File: src/rtl/canerr_pkg.sv
package canerr_pkg;
    localparam int ADDR_W = 3;

    typedef enum logic [ADDR_W-1:0] {
        ADR_FACTOR = 3'd0,
        ADR_ENABLE = 3'd1,
        ADR_CODE   = 3'd2,
        ADR_ISTAT  = 3'd3,
        ADR_IENA   = 3'd4
    } reg_addr_e;

    typedef enum logic {
        IRQ_QUIET   = 1'b0,
        IRQ_PENDING = 1'b1
    } irq_state_e;
endpackage

File: src/rtl/canerr_w0c_bank.sv
module canerr_w0c_bank #(
    parameter int W = 8
) (
    input  logic         clk,
    input  logic         rst_n,
    input  logic [W-1:0] ev,
    input  logic         wr_clr,
    input  logic [W-1:0] wmask,
    output logic [W-1:0] flags
);
    genvar i;
    generate
        for (i = 0; i < W; i++) begin : g_bit
            logic flag_q;

            always_ff @(posedge clk or negedge rst_n) begin
                if (!rst_n) begin
                    flag_q <= 1'b0;
                end else if (ev[i]) begin
                    flag_q <= 1'b1;
                end else if (wr_clr && !wmask[i]) begin
                    flag_q <= 1'b0;
                end
            end

            assign flags[i] = flag_q;

            AST_EVENT_SETS_FLAG: assert property (@(posedge clk) disable iff (!rst_n)
                ev[i] |=> flags[i]);
            AST_ZERO_WRITE_CLEARS: assert property (@(posedge clk) disable iff (!rst_n)
                (wr_clr && !wmask[i] && !ev[i]) |=> !flags[i]);
            AST_ONE_WRITE_KEEPS: assert property (@(posedge clk) disable iff (!rst_n)
                (!ev[i] && (!wr_clr || wmask[i])) |=> (flags[i] == $past(flags[i])));
        end
    endgenerate
endmodule

File: src/rtl/canerr_code_bank.sv
module canerr_code_bank #(
    parameter int W = 7
) (
    input  logic         clk,
    input  logic         rst_n,
    input  logic [W-1:0] ev,
    input  logic         wr,
    input  logic [W:0]   wdata,
    output logic [W:0]   codes
);
    logic         mode_q;
    logic [W-1:0] code_q;
    logic [W-1:0] keep_mask;
    logic [W-1:0] code_next;

    always_comb begin
        keep_mask = wr ? wdata[W-1:0] : {W{1'b1}};
        if (mode_q) begin
            code_next = (code_q & keep_mask) | ev;
        end else if (|ev) begin
            code_next = ev;
        end else begin
            code_next = code_q & keep_mask;
        end
    end

    always_ff @(posedge clk or negedge rst_n) begin
        if (!rst_n) begin
            mode_q <= 1'b0;
            code_q <= '0;
        end else begin
            if (wr) begin
                mode_q <= wdata[W];
            end
            code_q <= code_next;
        end
    end

    assign codes = {mode_q, code_q};

    AST_ACCUM_HOLDS: assert property (@(posedge clk) disable iff (!rst_n)
        (mode_q && !wr) |=> ((codes[W-1:0] & $past(codes[W-1:0])) == $past(codes[W-1:0])));
    AST_OVERWRITE_LATEST: assert property (@(posedge clk) disable iff (!rst_n)
        (!mode_q && (|ev)) |=> (codes[W-1:0] == $past(ev)));
    AST_MODE_WRITTEN: assert property (@(posedge clk) disable iff (!rst_n)
        wr |=> (codes[W] == $past(wdata[W])));
endmodule

File: src/rtl/canerr_irq_fsm.sv
module canerr_irq_fsm
    import canerr_pkg::*;
(
    input  logic clk,
    input  logic rst_n,
    input  logic pend_any,
    output logic isr_err
);
    irq_state_e state_q;
    irq_state_e state_d;

    always_comb begin
        state_d = state_q;
        unique case (state_q)
            IRQ_QUIET:   if (pend_any)  state_d = IRQ_PENDING;
            IRQ_PENDING: if (!pend_any) state_d = IRQ_QUIET;
            default:     state_d = IRQ_QUIET;
        endcase
    end

    always_ff @(posedge clk or negedge rst_n) begin
        if (!rst_n) begin
            state_q <= IRQ_QUIET;
        end else begin
            state_q <= state_d;
        end
    end

    always_comb begin
        isr_err = 1'b0;
        unique case (state_q)
            IRQ_QUIET:   isr_err = 1'b0;
            IRQ_PENDING: isr_err = 1'b1;
            default:     isr_err = 1'b0;
        endcase
    end
endmodule

File: src/rtl/canerr_flagbank.sv
module canerr_flagbank
    import canerr_pkg::*;
#(
    parameter int DATA_W  = 8,
    parameter int IRQ_BIT = 5
) (
    input  logic              clk,
    input  logic              rst_n,
    input  logic [DATA_W-1:0] ev_factor,
    input  logic [DATA_W-2:0] ev_code,
    input  logic              wr_en,
    input  logic [ADDR_W-1:0] addr,
    input  logic [DATA_W-1:0] wdata,
    output logic [DATA_W-1:0] rdata,
    output logic [DATA_W-1:0] err_flags,
    output logic [DATA_W-1:0] err_codes,
    output logic              err_isr,
    output logic              err_irq
);
    localparam int CODE_W = DATA_W - 1;

    logic [DATA_W-1:0] en_q;
    logic [DATA_W-1:0] ier_q;
    logic              wr_factor;
    logic              wr_code;
    logic              pend_any;

    assign wr_factor = wr_en && (addr == ADR_FACTOR);
    assign wr_code   = wr_en && (addr == ADR_CODE);

    always_ff @(posedge clk or negedge rst_n) begin
        if (!rst_n) begin
            en_q  <= '0;
            ier_q <= '0;
        end else if (wr_en) begin
            if (addr == ADR_ENABLE) en_q  <= wdata;
            if (addr == ADR_IENA)   ier_q <= wdata;
        end
    end

    canerr_w0c_bank #(.W(DATA_W)) u_factor (
        .clk    (clk),
        .rst_n  (rst_n),
        .ev     (ev_factor),
        .wr_clr (wr_factor),
        .wmask  (wdata),
        .flags  (err_flags)
    );

    canerr_code_bank #(.W(CODE_W)) u_code (
        .clk   (clk),
        .rst_n (rst_n),
        .ev    (ev_code),
        .wr    (wr_code),
        .wdata (wdata),
        .codes (err_codes)
    );

    assign pend_any = |(err_flags & en_q);

    canerr_irq_fsm u_irq (
        .clk      (clk),
        .rst_n    (rst_n),
        .pend_any (pend_any),
        .isr_err  (err_isr)
    );

    assign err_irq = err_isr & ier_q[IRQ_BIT];

    always_comb begin
        rdata = '0;
        case (addr)
            ADR_FACTOR: rdata = err_flags;
            ADR_ENABLE: rdata = en_q;
            ADR_CODE:   rdata = err_codes;
            ADR_ISTAT:  rdata[IRQ_BIT] = err_isr;
            ADR_IENA:   rdata = ier_q;
            default:    rdata = '0;
        endcase
    end

    AST_ISR_RISES: assert property (@(posedge clk) disable iff (!rst_n)
        (|(err_flags & en_q)) |=> err_isr);
    AST_ISR_FALLS: assert property (@(posedge clk) disable iff (!rst_n)
        !(|(err_flags & en_q)) |=> !err_isr);
    AST_IRQ_GATED: assert property (@(posedge clk) disable iff (!rst_n)
        err_irq |-> (err_isr && ier_q[IRQ_BIT]));
endmodule

File: config.mk
export PLATFORM = sky130hd
export DESIGN_NAME = canerr_flagbank
export DESIGN_NICKNAME = d
export VERILOG_FILES = /design/src/rtl/canerr_pkg.sv /design/src/rtl/canerr_w0c_bank.sv /design/src/rtl/canerr_code_bank.sv /design/src/rtl/canerr_irq_fsm.sv /design/src/rtl/canerr_flagbank.sv
export SDC_FILE = /design/constraint.sdc
export NUM_CORES = 1
export LEC_CHECK = 0
export CAP_MARGIN = 20
export CORE_MARGIN = 5
export CORE_UTILIZATION = 65
export DETAILED_ROUTE_END_ITERATION = 12
export DONT_BUFFER_PORTS = 1
export PLACE_DENSITY = 0.81
export SKIP_CTS_REPAIR_TIMING = 1
export SYNTH_ARGS = -nofsm -noshare
export SYNTH_HDL_FRONTEND = slang
export SYNTH_SLANG_ARGS = --single-unit
File: constraint.sdc
create_clock -name clk -period 3.4 [get_ports clk]
set_clock_uncertainty 0.05 [all_clocks]
set_input_delay 0.68 -clock clk [delete_from_list [all_inputs] [get_ports clk]]
set_output_delay 0.68 -clock clk [all_outputs]
set_load 0.005 [all_outputs]
Word-level counts from Yosys, hierarchy flattened. Cells that the tools add are included.

Logic and storage cells: 77. Input bits: 29. Register bits after elaboration: 33.

Muxes and demuxes: 24. Reduce and logical (&&, ||, !) cells: 31. Equal/unequal tests: 4. Bitwise operators: 5.

Operators with widths (number): 7-bit 2-to-1 mux (3); 5-bit case mux with 4 select lines (1); 1-bit 2-to-1 mux (17); 2-bit nonzero test (8); 1-bit logical AND (10); 8-bit AND (1); 1-bit zero test (8); 2-bit case mux with 4 select lines (1); 8-bit OR reduction (1); 7-bit AND (1); 7-bit OR (1); 7-bit OR reduction (1); 3-bit by 2-bit == test with 1-bit output (second input constant) (2); 1-bit case mux with 5 select lines (1); 2-bit AND reduction (2); 3-bit by 1-bit == test with 1-bit output (second input constant) (1); 3-bit == test (second input constant) (1); 3-bit zero test (1); 1-bit case mux with 2 select lines (1); 1-bit AND (1); 1-bit inverter (1).

Longest topological paths before layout. Gate-level depths: netlist (run 1).

Depth in word-level cells: 6. Mapped depth: 4.

Modules after synthesis. Synthesis (run 1) repeated with hierarchy kept, for this count alone.

Cell total of the unflattened synthesis: 146. Area, all modules: 1716.6 um2.

By module, submodules not included: canerr_flagbank (times used 1, cells each 85, area each 984.7 um2, seq. area each 400.4 um2); canerr_w0c_bank (times used 1, cells each 32, area each 370.4 um2, seq. area each 200.2 um2); canerr_code_bank (times used 1, cells each 28, area each 336.6 um2, seq. area each 200.2 um2); canerr_irq_fsm (times used 1, cells each 1, area each 25.0 um2, seq. area each 25.0 um2).

Worst setup path before layout (run 1). No wires, ideal clock.

Path kind: input to output. Start point: in addr[2]. End point: out rdata[0]. Setup slack: 1229 ps. Stages on the path: 4. Buffers on the path: 1. Arrival time: 1441 ps. Cell sequence: buf_2 nor3b_1 nand2_1 o21ai_0.

Cells in the longest elaborated chain, start to end: 2. Elaborated cells on any way between the ends: 5. Classes of those cells: 3 x eq/ne; 1 x mux; 1 x reduce/logical.

RTL lines: from (decl) (line canerr_flagbank.sv:12) `input logic [ADDR_W-1:0] addr,`; 3-bit == test (tied with other cells) (line canerr_flagbank.sv:72) `case (addr)`; 5-bit case mux with 4 select lines * (line canerr_flagbank.sv:72); to (decl) (line canerr_flagbank.sv:14) `output logic [DATA_W-1:0] rdata,`.

Every way passes the cells marked *; elsewhere a longest branch is shown, timed or not.

Worst setup path after layout (run 1).
Start point: in addr[0]. End point: out rdata[6].

Cells in the longest elaborated chain, start to end: 2. Elaborated cells on any way between the ends: 5. Classes of those cells: 3 x eq/ne; 1 x mux; 1 x reduce/logical.

RTL lines (line): 3-bit == test (tied with other cells) (canerr_flagbank.sv:72); 2-bit case mux with 4 select lines * (canerr_flagbank.sv:72).

Marked as above.

==> results, run 1 <==
- Counting I/O delays and the setup requirement, the final critical path takes 2.262 ns.
- Across the VDD grid, the largest voltage drop is a little over 0.0004 V.
- The global-route wire length before repair is 5858 µm.
- The number of nets produced by synthesis is 173.
- Max-cap violations in this run came to 0.
- The flow ran to the end, and the final reports show no timing, DRC or antenna violations.
- Sequential cells account for 56.6% of the total power.
- In the final layout, the share of cells above drive strength 1 is between 20% and 30%.
- The final setup violation count is 0.
- Sequential cells were found to cover between 40% and 50% of the synthesized design area.
- The core occupancy in the finished layout is 69.65%.
- Registers take slightly above 800 µm².
- The via count of the first global-routing pass was around 1200.
- For this configuration, the core starts out at a cell density of approximately two thirds.
- In this run the cell area measured after placement is between 1500 and 2000 µm².
- The number of clock buffers inserted by TritonCTS is 5.
- The number of design rule violations left after detail routing is 0.
- The total number of clock tree sinks is 33.
- The CTS tree is done.
- In this run, synthesis inferred 0 flip-flops with an integrated enable.
- The synthesized area per cell is about 12 µm².
- The hold violation total from the final report is 0.
- The number of fill cells in the layout is 205.
- The global-route usage over all layers is between 20 and 25%.
- Summing over every cut layer, the via total after detailed routing is between 1000 and 1500.
- Of the total power, the clock network draws approximately 28%.
- dfrtp_1 takes more of the synthesized area than any other cell.
- The number of detailed-route iterations in the first pass is 4.
- The detail route stage leaves a number of antenna-violating nets equal to 0.
- Global routing finished with a remaining overflow of 0.
- In the synthesized netlist the async set-or-reset flop fraction comes to 100.0%.
- The count of port buffers added during placement is 0.
- The average wire per cell in the routed design is ~22 µm.
- The cell-internal power is ~650 µW.
- The iteration-0 DRC count of the detailed router is 37.
- For flop-to-flop paths, the worst setup slack is ~2.2 ns.
- The worst path uses between 60% and 70% of the clock period.
- The synthesized design contains 33 register bits.
- The die outline area is ~3700 µm².
- The worst setup path is captured at a primary output.
- The number of distinct library cell variants in the gate-level netlist after synthesis is 28.
- By count the netlist is led by 33 x dfrtp_1, 17 x mux2_2, 14 x o21ai_0.
- The sort of element at the start of the critical path is an input port.
- Adding up every negative setup slack in the final design gives 0 ns.
- The number of antenna diodes in the final layout is 0.
- The longest clock path from root to sink contains 2 buffers.
- At the end of routability-driven placement, the weighted congestion stood at 0.8628.
- The analysis attributes to net switching a power of ~230 µW.
- The initial antenna violation count is 0.
- The maximum net fanout on the critical path is 16.
- The area of the core is 2477 µm².
- The synthesis warning total is 0.
- The kind of path behind the tightest hold check is in2async.
- The most common cell in the synthesized netlist is dfrtp_1.
- The H-tree level count is 2.
- The measured slew at the worst slew-check pin is 0.7106 ns.
- In this run the clock root is driven by a clkbuf_4.
- Entering global routing, the biggest net connects 34 pins.
- The share of power burned in combinational logic is between 10% and 20%.
- The max-slew violation count was 0.
- The final non-filler cell area is ~1700 µm².
- Summed over all nets, the half-perimeter wirelength after detailed placement is around 2800 µm.
- After synthesis, the largest area contributor takes up 48.71% of total cell area.
- From synthesis to final layout, the design area changed by 1.771%.
- Setup repair after global routing left no endpoint under its margin.
- For this run, the leading register cell type out of synthesis is dfrtp_1.
- The number of nets at the end of the flow is approximately 170.
- The floorplan has 18 rows.
- The post-synthesis instance area is between 1500 and 2000 µm².
- The average via count per standard cell is ~6.7.
- The latest clock arrival within the worst-skew pair is 0.33 ns.
- By area the synthesized netlist is led by dfrtp_1 49%, mux2_2 11%, mux2i_1 5.3%.
- Measured against its own limit, the worst slew margin works out to 52.52%.
- Net switching is a little over a quarter of the power.
- STA puts the critical path data required time at approximately 2.7 ns.
- The total power per unit cell area is roughly 510 nW/µm².
- After detailed routing, the total wire length is about 3700 µm.
- The clock transition at the registers of the reported paths is around 0.09 ns.
- The worst setup path is of the in2out kind.
- For this design the static power due to leakage is 0.0006923 µW.
- The die outline width is ~61 µm.
- For this run, the top clock speed supported by timing is ~440 MHz.
- Data on the critical path arrives at its endpoint at approximately 1.5 ns.
- The I/O pin count is 55.
- Summing all multi-input logic gate instances after layout gives approximately 760 µm².
- The die height is roughly 60 µm.
- The gate count after technology mapping is around 140.
-- logic make-up after synthesis --
logic type	after synthesis	synth area share (%)
AOI/OAI and AO/OA	44	18.38
DFF	33	48.71
muxes	26	16.61
and+or+nand+nor	26	10.11
buffers and inverters	15	6.199
-- path summary, 6_finish.rpt --
path	from	endpoint	cells after the start
worst max-delay path	addr[0]	rdata[6]	3
worst min-delay path	rst_n	u_factor.g_bit[6].flag_q	1
worst max register to register	u_code.mode_q	u_code.code_q[3]	2
worst min register to register	ier_q[4]	ier_q[4]	1
max in group asynchronous	rst_n	en_q[7]	1
min in group clk	ev_factor[2]	u_factor.g_bit[2].flag_q	1
-- cell usage in the layout, fill, tap and decap left out, types with 2 or more instances in the layout --
| cell | n |
|---|---|
| o21bai_1 | 7 |
| mux2_2 | 17 |
| nand2b_1 | 8 |
| clkbuf_4 | 5 |
| clkbuf_8 | 2 |
| o21a_1 | 2 |
| a22oi_1 | 5 |
| mux2i_1 | 9 |
| a2bb2oi_1 | 5 |
| dfrtp_1 | 33 |
| o21ai_0 | 14 |
| nand2_1 | 6 |
| o21ai_2 | 8 |
-- sequential cells by signal, indices dropped and copies added, names as in the netlist --
name	cells
en_q	8
u_code.code_q	7
u_irq.state_q	1
ier_q	8
u_factor.g_bit.flag_q	8
u_code.mode_q	1
-- power by group through the flow --
stage | logic [µW] | registers, µW | clock network (µW)
after floorplan | 124 | 490 | 0
after global placement | 125 | 506 | 0
after detailed placement | 131 | 507 | 0
after CTS | 132 | 499 | 249
after global routing | 155 | 507 | 268
final | 140 | 500 | 244
-- metal layers --
| layer | part of all wire, % | GRT usage, % | routed length (µm) |
|---|---|---|---|
| met2 | 48 | 33.53 | 1787 |
| met5 | 0 | 0 | 0 |
| met3 | 11 | 9.015 | 399 |
| met4 | 1.2 | 7.740 | 46 |
| met1 | 40 | 28.61 | 1494 |
-- critical path: stages --
cell     delay, ns
nor3b_1       0.58
nand2_1       0.12
o21ai_0       0.15
-- metrics by stage --
stage	setup WS, ns	hold slack (ns)	total power, µW	cells
2_1_floorplan	1.229	0.3344	613.3	144
3_3_place_gp	1.188	0.3352	631.2	160
3_5_place_dp	1.148	0.3352	638.4	160
4_1_cts	1.141	-0.02752	880.1	168
5_1_grt	1.008	0.1044	930.0	169
6_report	1.138	0.1099	883.7	169
-- layout make-up --
type | count | share of cell area, %
Clock buffer | 7 | 3.771
Sequential cell | 33 | 47.86
Multi-Input combinational cell | 96 | 44.31
Timing Repair Buffer | 2 | 1.595
Clock inverter | 1 | 0.2901
Tap cell | 30 | 2.175
No activity file was read; power rests on OpenSTA's default activity.
==> run 2, diff against run 1 <==
Settings changed: ABC_AREA set to 1, CORE_UTILIZATION 65 to 56, PLACE_DENSITY 0.81 to 0.74.
Clock period 3.4 ns to 1.99 ns, I/O delays scaled along.
==> run 2 against run 1 <==
- sequential cell count stayed put
- sequential share of layout area is 3.1 points lower
- critical path depth is 2 higher
- largest power group unchanged
- global-route usage is 2.1 points lower
==> results, run 2 <==
- The cell row count came to 20 (+2).
- The worst hold path startpoint is ev_factor[2].
- The critical path in this run is classified as in2out.
- The reg-to-reg setup timing slack was 0.89 ns (-1.35 ns).
- The average wire per cell in the routed design is 14.83 µm (-33%).
- The kind of path behind the tightest hold check is in2reg.
- The leading cell type by number of instances after synthesis is nand2_1.
- The length in cells of the worst reg-to-reg path came to 3 (+1).
- The gate count after technology mapping was 215 (+49%).
- The die height is 65.79 µm (+7.7%).
- The largest net degree at the start of global routing is 34 (unchanged).
- The total power per unit cell area was 923.5 nW/µm² (+80%).
- The area of the core came to 3028 µm² (+22%).
- The async set or reset register ratio after synthesis came to 100.0% (unchanged).
- The I/O pin count came to 55 (unchanged).
- The global-route usage over all layers is 19.95% (-2.1 points).
- The maximum net fanout on the critical path is 9 (-7).
- The H-tree level count was 2 (unchanged).
- The count of port buffers added during placement is 0 (unchanged).
- The run finished with clean final reports.
- The share of the yosys chip area belonging to registers came to 47.38% (-1.3 points).
- The average via count per standard cell is 5.388 (-19%).
- The number of nets at the end of the flow is 242 (+45%).
- The die outline width is 65.79 µm (+7.7%).
- The post-synthesis instance area is 1743 µm² (+2.8%).
- The detailed-routed wire length on met3 is 376 µm (-5.8%).
- By count the netlist is led by 79 x nand2_1, 33 x dfrtp_1, 27 x inv_1.
- Among all stages on the critical path, the largest delay is contributed by nor3_4.
- The final critical-path required period is between 1.5 and 2 ns.
- The reg-to-reg startpoint is u_factor.g_bit[7].flag_q.
- The detailed-routing wirelength on met1 is 1492 µm (-0.13%).
- The headroom to the max-slew limit came to 66.81% (+14 points).
- The synthesized area per cell is 8.107 µm² (-31%).
- The total negative setup slack is 0 ns (unchanged).
- The worst stage delay on the critical path is 0.42 ns (-0.16 ns).
- The hold-critical path endpoint is u_factor.g_bit[2].flag_q.
- The clock transition at the registers of the reported paths was 0.10 ns (about the same).
- The total wire length came to 3827 µm (+2.7%).
- STA classifies the critical path endpoint as a primary output.
- The cell repeated most along the worst path is nand2_1.
- The flip-flop and latch count after synthesis was 33 (unchanged).
- The CTS tree is done.
- Derived from the worst setup path, the maximum achievable clock frequency is 649.7 MHz.
- The number of instances on the worst hold path is 2.
- The number of nets produced by synthesis came to 244 (+41%).
- The post-placement worst setup slack is 0.4204 ns (-0.7276 ns).
- The number of violations of the max-capacitance limit is 0 (unchanged).
- The number of clock buffers inserted by TritonCTS came to 5 (unchanged).
- The required time of the critical path is 1.54 ns (-1.13 ns).
- In this run the critical register-to-register path is captured at u_irq.state_q.
- The ratio of final minimum period to clock period is between 70% and 80%.
- The sort of element at the start of the critical path is an input port.
- The total congestion overflow is 0 (unchanged).
- The routability congestion estimate from global placement is 0.8250 (-4.4%).
- The measured slew at the worst slew-check pin is 0.4945 ns (-0.2161 ns).
- The number of enable flip-flop cells after synthesis came to 0 (unchanged).
- The largest registers in the layout are en_q: 8 flops, ier_q: 8 flops, u_factor.g_bit.flag_q: 8 flops.
- The root buffer selected by CTS is clkbuf_4.
- The number of detailed-route iterations in the first pass is 4 (unchanged).
- The max-slew violation count is 0 (unchanged).
- The number of design rule violations left after detail routing is 0 (unchanged).
- The dominant synthesized flop cell is dfrtp_1.
- In the post-synthesis netlist, the biggest area contributors are dfrtp_1 47%, nand2_1 17%, o21ai_2 8.0%.
- The library cells used most frequently in the layout, excluding fill and tap cells, are 79 x nand2_1, 33 x dfrtp_1, 27 x inv_1, 16 x o21ai_2, 15 x nand3_1.
- The number of distinct library cell variants in the gate-level netlist after synthesis was 18 (-36%).
- The placed wire-length estimate was 2895 µm (+3.2%).
- The area share of the leading cell type in the synthesized netlist is 47.38% (-1.3 points).
- The setup slack of the critical path after layout is 0.4507 ns (-0.6873 ns).
- The hold violation total from the final report came to 0 (unchanged).
- The die outline area is 4328 µm² (+16%).
- The number of buffers on the longest clock path is 2 (unchanged).
- The total number of clock tree sinks came to 33 (unchanged).
- The worst endpoint data arrival time is 1.09 ns (-0.44 ns).
- The maximum ir drop on the vdd rail is 0.0005936 V (+46%).
- Relative to the synthesized area, the layout overhead comes to 5.815%.
- The global-route wire length before repair came to 6396 µm (+9.2%).
- The highest routing layer actually used is met4.
- The most common cell after layout, fill and taps aside is nand2_1.
- The final antenna-violating net count is 0 (unchanged).
- Setup repair after global routing left no endpoint under its margin.
- The synthesis warning total came to 0 (unchanged).
- The leakage component of the power came to 0.0008805 µW (+27%).
- The synthesized design spends more area on one cell type than any other, namely dfrtp_1.
- The final setup violation count is 0 (unchanged).
- The latest clock arrival within the worst-skew pair is 0.34 ns (about the same).
- Traced cell by cell, the critical path runs through nor3_4, nand2_1, nand2_1, nor2_1, nand2_1.
- The ratio of cells with drive above 1 in the final layout is 15.89% (-10 points).
- The iteration-0 DRC count of the detailed router is 79 (+110%).
- The routed length on met2 is 1875 µm (+4.9%).
- The starting utilization of the core area is 57.56% (-11 points).
- The via count of the first global-routing pass is 1406 (+21%).
- The number of antenna repair diodes is 0 (unchanged).
- The via count was 1390 (+23%).
- The initial antenna violation count came to 0 (unchanged).
run 2: metal layers:
metal,vias up,GRT usage [%]
li1,678,-
met1,649,22.17
met2,51,33.29
met3,12,8.503
met4,0,8.290
met5,-,0
run 2: how the worst max path moves through the flow:
stage / end / start / slack (ns) / cells after the start
final: rdata[5] / addr[1] / 0.45 / 5
after global routing: rdata[5] / u_irq.state_q / 0.33 / 4
after CTS: rdata[5] / addr[1] / 0.45 / 5
after detailed placement: en_q[2] / addr[0] / 0.42 / 5
after global placement: en_q[2] / addr[1] / 0.44 / 4
after floorplan: rdata[3] / addr[0] / 0.49 / 4
run 2: kinds of logic (layout without fill, tap and decap cells):
group / Yosys count / after routing / share of synthesized area [%]
AO/OA/AOI/OAI: 26 / 26 / 10.91
buffers and inverters: 40 / 39 / 11.63
flip-flops: 33 / 33 / 47.38
AND/OR/NAND/NOR: 116 / 116 / 30.08
run 2: through the flow:
stage	util [%]	power (µW)	area (µm²)	hold WS, ns	instances
6_report	60.91	1703	1844	0.09635	258
2_1_floorplan	-	1035	1743	0.05241	215
5_1_grt	60.91	1799	1844	0.08541	258
4_1_cts	59.92	1705	1814	-0.3322	256
3_5_place_dp	56.53	1084	1712	0.05311	248
3_3_place_gp	56.53	1075	1712	0.05346	248
run 2: layout make-up:
type / count / area [µm²]
well taps: 44 / 55.05
clock buffers: 5 / 37.54
clock inverters: 3 / 65.06
multi-input cells: 142 / 714.4
flip-flops and latches: 33 / 825.8
fillers: 281 / 1184
repair buffers: 4 / 45.04
inverters: 27 / 101.3
run 2: report_power, final:
part	internal [µW]	total (µW)	switching [µW]
logic	99.7	251	151
clock network	389	617	228
registers	761	835	74.9
total	1250	1700	454
run 2: critical path, delay by kind of cell:
family / cells / cell delay, ns
AND/OR/NAND/NOR: 5 / 0.69
